[src/rtl/match_timer_pkg.sv]
package match_timer_pkg;
  localparam int unsigned DATA_W = 32;

  // register addresses
  typedef enum logic [1:0] {
    ADDR_STAT = 2'd0,
    ADDR_RUN  = 2'd1,
    ADDR_CNT  = 2'd2,
    ADDR_CMP  = 2'd3
  } regSel_e;

  // status/control bit positions
  localparam int unsigned BIT_CMF    = 15;
  localparam int unsigned BIT_OVF    = 14;
  localparam int unsigned BIT_NARROW = 9;
  localparam int unsigned BIT_ONESHOT = 8;
  localparam int unsigned REQ_LSB    = 4;
  localparam int unsigned SEL_LSB    = 0;

  // control-to-datapath strobes
  typedef struct packed {
    logic              run;
    logic [2:0]        clkSel;
    logic              narrow;
    logic              oneShot;
    logic              halt;
    logic              cntWr;
    logic              cmpWr;
    logic [DATA_W-1:0] wrData;
  } dpStrobe_t;
endpackage

[src/rtl/match_timer_flag.sv]
module match_timer_flag (
  input  logic clk,
  input  logic rstN,
  input  logic setEv,
  input  logic rdStat,
  input  logic wrStat,
  input  logic wrBit,
  output logic flagQ
);
  logic armQ;

  // arming: taken by a read that sees the flag high, lost on re-set or any write
  always_ff @(posedge clk) begin
    if (!rstN) begin
      armQ <= 1'b0;
    end else if (setEv || wrStat) begin
      armQ <= 1'b0;
    end else if (rdStat && flagQ) begin
      armQ <= 1'b1;
    end
  end

  // set has priority over the clearing write
  always_ff @(posedge clk) begin
    if (!rstN) begin
      flagQ <= 1'b0;
    end else if (setEv) begin
      flagQ <= 1'b1;
    end else if (wrStat && !wrBit && armQ) begin
      flagQ <= 1'b0;
    end
  end


  flag_clear_needs_arm_chk: assert property (@(posedge clk) disable iff (!rstN)
    $fell(flagQ) |-> $past(wrStat && !wrBit && armQ));


  flag_set_wins_chk: assert property (@(posedge clk) disable iff (!rstN)
    setEv |=> flagQ);


  flag_rise_only_event_chk: assert property (@(posedge clk) disable iff (!rstN)
    $rose(flagQ) |-> $past(setEv));
endmodule

[src/rtl/match_timer_dp.sv]
module match_timer_dp
  import match_timer_pkg::*;
#(
  parameter int unsigned NARROW_W     = 16,
  parameter int unsigned DIV_BASE_LOG = 3,
  parameter int unsigned DIV_STEP_LOG = 2,
  parameter int unsigned NUM_DIV      = 4
) (
  input  logic              clk,
  input  logic              rstN,
  input  dpStrobe_t         ctl,
  output logic              matchEv,
  output logic              ovfEv,
  output logic [DATA_W-1:0] cntVal,
  output logic [DATA_W-1:0] cmpVal
);
  localparam int unsigned PRE_W = DIV_BASE_LOG + DIV_STEP_LOG * (NUM_DIV - 1);
  localparam logic [DATA_W-1:0] ONE = DATA_W'(1);
  localparam logic [DATA_W-1:0] NARROW_MASK =
    {{(DATA_W - NARROW_W){1'b0}}, {NARROW_W{1'b1}}};

  logic [PRE_W-1:0]   preQ;
  logic [NUM_DIV-1:0] tickVec;
  logic               tick;
  logic               countEn;
  logic [DATA_W-1:0]  cntQ, cmpQ, widthMask, cntInc;
  logic               wrapHit, matchHit;

  // prescaler restarts whenever counting is stopped
  always_ff @(posedge clk) begin
    if (!rstN || !ctl.run) begin
      preQ <= '0;
    end else begin
      preQ <= preQ + PRE_W'(1);
    end
  end

  for (genvar gi = 0; gi < NUM_DIV; gi++) begin : g_tap
    assign tickVec[gi] = &preQ[DIV_BASE_LOG + DIV_STEP_LOG * gi - 1 : 0];
  end

  always_comb begin
    tick = 1'b0;
    for (int i = 0; i < NUM_DIV; i++) begin
      if (ctl.clkSel == 3'(i)) tick = tickVec[i];
    end
  end

  assign countEn   = ctl.run && tick && !ctl.halt;
  assign widthMask = ctl.narrow ? NARROW_MASK : '1;
  assign cntInc    = (cntQ + ONE) & widthMask;
  assign wrapHit   = (cntQ & widthMask) == widthMask;
  assign matchHit  = cntInc == (cmpQ & widthMask);
  assign matchEv   = countEn && matchHit;
  assign ovfEv     = countEn && wrapHit;

  always_ff @(posedge clk) begin
    if (!rstN) begin
      cntQ <= '0;
    end else if (ctl.cntWr) begin
      cntQ <= ctl.wrData & widthMask;
    end else if (countEn) begin
      cntQ <= (matchHit && ctl.oneShot) ? '0 : cntInc;
    end
  end

  always_ff @(posedge clk) begin
    if (!rstN) begin
      cmpQ <= '0;
    end else if (ctl.cmpWr) begin
      cmpQ <= ctl.wrData;
    end
  end

  assign cntVal = cntQ;
  assign cmpVal = cmpQ;


  oneshot_hold_chk: assert property (@(posedge clk) disable iff (!rstN)
    (ctl.halt && !ctl.cntWr) |=> $stable(cntQ));


  wrap_to_zero_chk: assert property (@(posedge clk) disable iff (!rstN)
    (ovfEv && !ctl.cntWr) |=> (cntQ == '0));


  reserved_sel_chk: assert property (@(posedge clk) disable iff (!rstN)
    ((ctl.clkSel >= 3'(NUM_DIV)) && !ctl.cntWr) |=> $stable(cntQ));
endmodule

[src/rtl/match_timer_ctrl.sv]
module match_timer_ctrl
  import match_timer_pkg::*;
(
  input  logic              clk,
  input  logic              rstN,
  input  logic              regWrEn,
  input  logic              regRdEn,
  input  logic [1:0]        regAddr,
  input  logic [DATA_W-1:0] regWrData,
  output logic [DATA_W-1:0] regRdData,
  output logic              irqReq,
  output logic              dmaReq,
  input  logic              matchEv,
  input  logic              ovfEv,
  input  logic [DATA_W-1:0] cntVal,
  input  logic [DATA_W-1:0] cmpVal,
  output dpStrobe_t         ctl
);
  localparam int unsigned NUM_FLAGS = 2;

  regSel_e        sel;
  logic           wrStat, rdStat, wrRun;
  logic           runQ, narrowQ, oneShotQ;
  logic [1:0]     reqSelQ;
  logic [2:0]     clkSelQ;
  logic [NUM_FLAGS-1:0] flagSet, flagQ;
  logic           cmfQ, ovfQ;
  logic [15:0]    statusWord;

  assign sel    = regSel_e'(regAddr);
  assign wrStat = regWrEn && (sel == ADDR_STAT);
  assign rdStat = regRdEn && (sel == ADDR_STAT);
  assign wrRun  = regWrEn && (sel == ADDR_RUN);

  // index 1 = match flag, index 0 = overflow flag
  assign flagSet = {matchEv, ovfEv};

  for (genvar gi = 0; gi < NUM_FLAGS; gi++) begin : g_flag
    match_timer_flag u_flag (
      .clk    (clk),
      .rstN   (rstN),
      .setEv  (flagSet[gi]),
      .rdStat (rdStat),
      .wrStat (wrStat),
      .wrBit  (regWrData[BIT_OVF + gi]),
      .flagQ  (flagQ[gi])
    );
  end

  assign cmfQ = flagQ[1];
  assign ovfQ = flagQ[0];

  always_ff @(posedge clk) begin
    if (!rstN) begin
      runQ <= 1'b0;
    end else if (wrRun) begin
      runQ <= regWrData[0];
    end
  end

  // configuration accepted only while stopped
  always_ff @(posedge clk) begin
    if (!rstN) begin
      narrowQ  <= 1'b0;
      oneShotQ <= 1'b0;
      reqSelQ  <= 2'b00;
      clkSelQ  <= 3'b000;
    end else if (wrStat && !runQ) begin
      narrowQ  <= regWrData[BIT_NARROW];
      oneShotQ <= regWrData[BIT_ONESHOT];
      reqSelQ  <= regWrData[REQ_LSB +: 2];
      clkSelQ  <= regWrData[SEL_LSB +: 3];
    end
  end

  assign statusWord = {cmfQ, ovfQ, 4'b0000, narrowQ, oneShotQ, 2'b00,
                       reqSelQ, 1'b0, clkSelQ};

  always_comb begin
    unique case (sel)
      ADDR_STAT: regRdData = {16'h0000, statusWord};
      ADDR_RUN:  regRdData = {{(DATA_W-1){1'b0}}, runQ};
      ADDR_CNT:  regRdData = cntVal;
      default:   regRdData = cmpVal;
    endcase
  end

  assign irqReq = cmfQ && (reqSelQ == 2'b10);
  assign dmaReq = cmfQ && (reqSelQ == 2'b01);

  always_comb begin
    ctl.run     = runQ;
    ctl.clkSel  = clkSelQ;
    ctl.narrow  = narrowQ;
    ctl.oneShot = oneShotQ;
    ctl.halt    = oneShotQ && cmfQ;
    ctl.cntWr   = regWrEn && (sel == ADDR_CNT);
    ctl.cmpWr   = regWrEn && (sel == ADDR_CMP);
    ctl.wrData  = regWrData;
  end


  cfg_locked_chk: assert property (@(posedge clk) disable iff (!rstN)
    runQ |=> $stable({narrowQ, oneShotQ, reqSelQ, clkSelQ}));


  req_exclusive_chk: assert property (@(posedge clk) disable iff (!rstN)
    $onehot0({irqReq, dmaReq}));


  match_sets_flag_chk: assert property (@(posedge clk) disable iff (!rstN)
    matchEv |=> cmfQ);
endmodule

[src/rtl/match_timer.sv]
module match_timer
  import match_timer_pkg::*;
#(
  parameter int unsigned NARROW_W     = 16,
  parameter int unsigned DIV_BASE_LOG = 3,
  parameter int unsigned DIV_STEP_LOG = 2,
  parameter int unsigned NUM_DIV      = 4
) (
  input  logic        clk,
  input  logic        rstN,
  input  logic        regWrEn,
  input  logic        regRdEn,
  input  logic [1:0]  regAddr,
  input  logic [31:0] regWrData,
  output logic [31:0] regRdData,
  output logic        irqReq,
  output logic        dmaReq
);
  dpStrobe_t         ctl;
  logic              matchEv, ovfEv;
  logic [DATA_W-1:0] cntVal, cmpVal;

  match_timer_ctrl u_ctrl (
    .clk       (clk),
    .rstN      (rstN),
    .regWrEn   (regWrEn),
    .regRdEn   (regRdEn),
    .regAddr   (regAddr),
    .regWrData (regWrData),
    .regRdData (regRdData),
    .irqReq    (irqReq),
    .dmaReq    (dmaReq),
    .matchEv   (matchEv),
    .ovfEv     (ovfEv),
    .cntVal    (cntVal),
    .cmpVal    (cmpVal),
    .ctl       (ctl)
  );

  match_timer_dp #(
    .NARROW_W     (NARROW_W),
    .DIV_BASE_LOG (DIV_BASE_LOG),
    .DIV_STEP_LOG (DIV_STEP_LOG),
    .NUM_DIV      (NUM_DIV)
  ) u_dp (
    .clk     (clk),
    .rstN    (rstN),
    .ctl     (ctl),
    .matchEv (matchEv),
    .ovfEv   (ovfEv),
    .cntVal  (cntVal),
    .cmpVal  (cmpVal)
  );
endmodule

[config.mk]
export PLATFORM = sky130hd
export DESIGN_NAME = match_timer
export DESIGN_NICKNAME = d
export VERILOG_FILES = /design/src/rtl/match_timer_pkg.sv /design/src/rtl/match_timer_flag.sv /design/src/rtl/match_timer_dp.sv /design/src/rtl/match_timer_ctrl.sv /design/src/rtl/match_timer.sv
export SDC_FILE = /design/constraint.sdc
export NUM_CORES = 1
export LEC_CHECK = 0
export BUFFER_PORTS_ARGS = -buffer_cell sky130_fd_sc_hd__buf_2
export CORE_MARGIN = 2
export CORE_UTILIZATION = 55
export DETAILED_ROUTE_END_ITERATION = 8
export HOLD_SLACK_MARGIN = 0.05
export PLACE_DENSITY = 0.84
export SLEW_MARGIN = 20
export SYNTH_ARGS = -nofsm -noshare
export SYNTH_HDL_FRONTEND = slang
export SYNTH_SLANG_ARGS = --single-unit
[constraint.sdc]
create_clock -name clk -period 6.73 [get_ports clk]
set_input_delay 0.673 -clock clk [delete_from_list [all_inputs] [get_ports clk]]
set_output_delay 0.673 -clock clk [all_outputs]
set_load 0.1 [all_outputs]
; ---- Word level (Yosys, flattened, before mapping)
; Cells that the tools add are included.
[word_totals]
ff_bits = 85
output_inout_bits = 34
input_bits = 38
elab_cells = 81
[classes]
n_bitwise = 5
n_reduce_logical = 39
n_eq_ne = 10
addsub = 2
mux = 13
[ops]
columns = cell, count
row1 = $and 32x32->32, 4
row2 = $mux 32, 4
row3 = $pmux 32 s3, 1
row4 = $eq 32x32->1, 2
row5 = $add 32x1->32 const B, 1
row6 = $logic_and 1x1->1, 20
row7 = $add 9x1->9 const B, 1
row8 = $reduce_and 9->1, 1
row9 = $mux 1, 8
row10 = $reduce_and 7->1, 1
row11 = $eq 2x2->1 const B, 3
row12 = $eq 3x2->1 const B, 2
row13 = $reduce_bool 2->1, 3
row14 = $logic_not 1->1, 5
row15 = $reduce_and 5->1, 1
row16 = $eq 2x1->1 const B, 2
row17 = $reduce_or 2->1, 2
row18 = $eq 3x1->1 const B, 1
row19 = $logic_not 3->1, 1
row20 = $logic_or 1x1->1, 3
row21 = $reduce_and 3->1, 1
row22 = $logic_not 2->1, 1
row23 = $not 1->1, 1

; ---- Depth between registers and ports, before layout
[logic_depth]
ltp_word = 10
depth_mapped = 14
mapped_depth_nobuf = 12

; ---- By module
; Synthesis repeated with hierarchy kept, for this count alone.
[unflattened]
cells_unflattened = 771
hier_area_um2 = 6179.7
[modules_own_cells]
columns = mod, instances, seq_area_each_um2, cells_per_inst, area_each_um2
row1 = match_timer_dp, 1, 1461.4, 606, 4763.3
row2 = match_timer_ctrl, 1, 160.2, 151, 1266.2
row3 = match_timer_flag, 2, 40.0, 7, 75.1

; ---- Least setup slack after synthesis
; No wires, ideal clock.
[synth_timing]
kind = register to register
startpoint = reg u_dp.cntQ[0], in the netlist u_dp.cntVal[0]
endpoint = reg u_dp.cntQ[6], in the netlist u_dp.cntVal[6]
arrival_ns = 3.730
path_stages_with_launch = 13
synth_period_minus_slack_ns = 3.850
path_slack_ns = 2.880
path_buffers = 2
setup_time_ns = 0.120
required_time_ns = 6.610
path_cell_list = dfxtp_1 -> ha_1 -> buf_2 -> nand3_2 -> or4_4 -> or4_1 -> a221o_1 -> or4_4 -> o41ai_4 -> and2_4 -> buf_6 -> o21ai_1 -> a211o_1
[synth_via]
elab_chain_cells = 7
[synth_lines]
columns = element, line
row1 = start: declaration, match_timer_dp.sv:26  ; logic [DATA_W-1:0] cntQ, cmpQ, widthMask, cntInc;
row2 = start signal: assignment, match_timer_dp.sv:61  ; cntQ <= ctl.wrData & widthMask;
row3 = start signal: assignment, match_timer_dp.sv:63  ; cntQ <= (matchHit && ctl.oneShot) ? '0 : cntInc;
row4 = $add 32x1->32 (*), match_timer_dp.sv:51  ; assign cntInc = (cntQ + ONE) & widthMask;
row5 = $and 32x32->32 (*), match_timer_dp.sv:51
row6 = $eq 32x32->1, match_timer_dp.sv:53  ; assign matchHit = cntInc == (cmpQ & widthMask);
row7 = $logic_and 1x1->1, match_timer_dp.sv:63
row8 = $mux 32 (*), match_timer_dp.sv:63
row9 = $mux 32 (*), match_timer_dp.sv:62  ; end else if (countEn) begin
row10 = $mux 32 (*), match_timer_dp.sv:60  ; end else if (ctl.cntWr) begin
; Every way passes the cells marked *; elsewhere a longest branch is shown, timed or not. The select of a mux whose other input is x is not followed.
; A chain may end at the register's enable or synchronous reset.

; ---- Worst setup path in the final report
[layout_timing]
startpoint = reg u_dp.cntQ[0], in the netlist u_dp.cntVal[0]
endpoint = reg u_dp.cntQ[22], in the netlist u_dp.cntVal[22]
; Same word-level chain as after synthesis.

==> flow_summary.json <==
{
  "rows": 38,
  "drt_iter0_markers": 749,
  "antenna_left": 0,
  "start_util": 0.560,
  "yosys-top-cells-area": "dfxtp_1, nand2_1, a21oi_1",
  "via_per_inst": 6.51,
  "instances_no_fill": 974,
  "cp_top_family": "simple AND/OR/NAND/NOR gates",
  "grt_pass1_vias": 5450,
  "drc": 0,
  "max-slew-margin-rel": 0.291,
  "ioPinCount": 72,
  "finalCriticalPeriod_ps": 4560,
  "final_layout_size_suffix_gt1_frac": 0.135,
  "grt_setup_unrepaired": "false",
  "path_common_cell": "or4_4",
  "grt-ovfl-total": 0,
  "p_leak_uw": 0.00238,
  "synth_area_um2": 6040,
  "synth_enable_flop_cells": 0,
  "worstPathMaxFanout": 15,
  "report.final.hold_viol_count": 0,
  "drv_cap": 0,
  "fillers": 1013,
  "powerDensity_nw_per_um2": 199,
  "cts-htree-levels": 3,
  "clockBufferDepth": 2,
  "hpwl_um": 12400,
  "setup.worst_path.class": "flop to flop",
  "path_buf_inv": 0,
  "wl_per_cell_um": 18.4,
  "ir_worst_vdd_v": 0.000120,
  "setup_viol": 0,
  "ys.warnings.count": 0,
  "async_reset_ff_frac": 0,
  "grt_max_degree": 54,
  "die_w_um": 109,
  "grt_pass1_wl_um": 28500,
  "vias": 6336,
  "crit_path_end_kind": "flop",
  "area_growth_pct": 7.56,
  "routed_wl_um": 17900,
  "ys_ff_latch": 85,
  "period_share": 0.677,
  "syn_area_per_cell_um2": 7.43,
  "fin_nets": 872,
  "crit_arrival_ps": 4800,
  "slew_violations": 0,
  "routabilityCongestion": 0.972,
  "ys_seq_area_frac": 0.282,
  "dieArea_um2": 11800,
  "cts_resized": 0,
  "worst_path_largest_cell_delay_ps": 590,
  "tritoncts": "done",
  "core_um2": 10800,
  "cts_sinks": 85,
  "postCtsSetupRepairBufs": 0,
  "dr.pass1.iters": 5,
  "startpoint_type": "flop",
  "cts_made_buffers": 9,
  "seqCellArea_um2": 1700,
  "grt_use_total": 0.306,
  "cts-root-buf": "clkbuf_8",
  "post-place-cells": 958,
  "clkTransAtPathRegs_ps": 90,
  "antenna_found_initial": 0,
  "path_cells": "ha_1 -> nand3_2 -> or4_4 -> or4_1 -> a221o_1 -> or4_4 -> nor4_1 -> nand2_1 -> a31oi_1 -> o21ai_0",
  "yosysMostFrequentCell": "nand2_1",
  "synth_flop_cell": "dfxtp_1",
  "fp.dieH_um": 109,
  "ctsHoldBuffers": 0,
  "synth_fp_nets": 856,
  "fmaxAchievable_ghz": 0.219,
  "io_buffers": 71,
  "status": "completed",
  "hp-class": "flop to flop",
  "cp.required_ps": 6970,
  "worstMarginPinSlew_ps": 1060,
  "multi_input_area_um2": 4020,
  "synth_largest_area_cell": "dfxtp_1",
  "netlist_instances": 813,
  "ys_types": 71,
  "antennaDiodeCount": 0,
  "fin_setup_tns_ps": 0,
  "yosysTopAreaCellShare": 0.282,
  "synthTopCellsByCount": "nand2_1, dfxtp_1, a21oi_1",
  "insertion_delay_ps": 390,
  "finClkSkew_ps": 13.8,
  "slowest_stage": "or4_4"
}
[final timing paths]
| check | startpoint | end | slack [ps] | cells after the start |
|---|---|---|---|---|
| worst max-delay path | u_dp.cntVal[0] | u_dp.cntVal[22] | 2170 | 10 |
| worst min-delay path | u_dp.cmpVal[29] | u_dp.cmpVal[29] | 480 | 2 |
| worst max register to register | u_dp.cntVal[0] | u_dp.cntVal[22] | 2170 | 10 |
| worst min register to register | u_dp.cmpVal[29] | u_dp.cmpVal[29] | 480 | 2 |
[flip-flops by register name, summed over array words and instances (netlist names)]
register / flops
u_ctrl.clkSelQ: 3
u_ctrl.g_flag.u_flag.armQ: 2
u_ctrl.g_flag.u_flag.flagQ: 2
u_ctrl.narrowQ: 1
u_ctrl.oneShotQ: 1
u_ctrl.reqSelQ: 2
u_ctrl.runQ: 1
u_dp.cmpVal: 32
u_dp.cntVal: 32
u_dp.preQ: 9
[worst reg2reg max path: cells and delay by family, from the launching register on]
family	cells	cell delay, ps
fa+ha+maj	1	370
simple gates	6	2840
compound gates	3	750
flops	1	480
[report_power, final]
group          switching [uW]  internal [uW]
combinational             219            127
clock                     200            134
sequential               77.4            536
total                     496            797
[cells in the final DEF, fill, tap and decap left out, types with 3 or more instances in the layout]
master | netlist | routed
a211o_1 | 4 | 4
and2_1 | 9 | 9
a21oi_1 | 75 | 75
o211ai_1 | 5 | 5
o21ai_0 | 26 | 26
o31a_1 | 3 | 3
buf_2 | 8 | 71
xnor2_1 | 29 | 29
nor3_1 | 18 | 18
dfxtp_1 | 85 | 85
mux2_2 | 8 | 8
and3_1 | 32 | 32
clkbuf_8 | 0 | 9
nor2_1 | 43 | 41
nand2_1 | 123 | 123
nand4_1 | 24 | 24
mux2i_1 | 26 | 26
buf_4 | 2 | 6
a22oi_1 | 15 | 15
a31oi_1 | 9 | 9
a22o_1 | 8 | 8
clkinv_2 | 0 | 3
a211oi_1 | 5 | 5
o41ai_1 | 6 | 6
or4_1 | 10 | 10
and4_1 | 4 | 4
nor2b_1 | 28 | 28
xor2_1 | 16 | 16
o2111ai_1 | 4 | 4
nand3_1 | 33 | 33
ha_1 | 5 | 5
inv_1 | 11 | 10
or3_1 | 5 | 5
nor4_1 | 25 | 24
[cells by family after synthesis]
kind of cell / synth area share
adders and majority gates: 0.0104
muxes: 0.0617
xor gates and xnor gates: 0.0689
buffers and inverters: 0.0559
AOI/OAI and AO/OA: 0.201
DFF: 0.282
and+or+nand+nor: 0.321
[layer usage]
layer  up-vias  routed length, um  track usage  share of wire
met3        33               1690       0.0556          0.094
met1      2955               8040        0.435           0.45
met2       348               7780        0.468           0.43
met4         0                391       0.0998          0.022
met5         -                  0            0              0
li1       3000                  -            -              -
[stage by stage]
step | worst slack [ps] | utilization | power, uW | cell area [um^2] | hold slack (ps)
2_1_floorplan | 2880 | - | 889 | 6040 | 426
3_3_place_gp | 2340 | 0.586 | 958 | 6320 | 439
3_5_place_dp | 2260 | 0.586 | 962 | 6320 | 463
4_1_cts | 2220 | 0.601 | 1290 | 6490 | 486
5_1_grt | 1890 | 0.602 | 1350 | 6500 | 510
6_report | 2170 | 0.602 | 1290 | 6500 | 484
[cell type report]
type | count | area share
sequential | 85 | 0.262
timing repair buffer | 77 | 0.0616
clock buffer | 10 | 0.0196
tap | 140 | 0.0269
clock inverter | 6 | 0.00597
inverter | 11 | 0.00635
multi-input combinational | 645 | 0.618
Note: power is estimated with default switching activity, not from simulation.
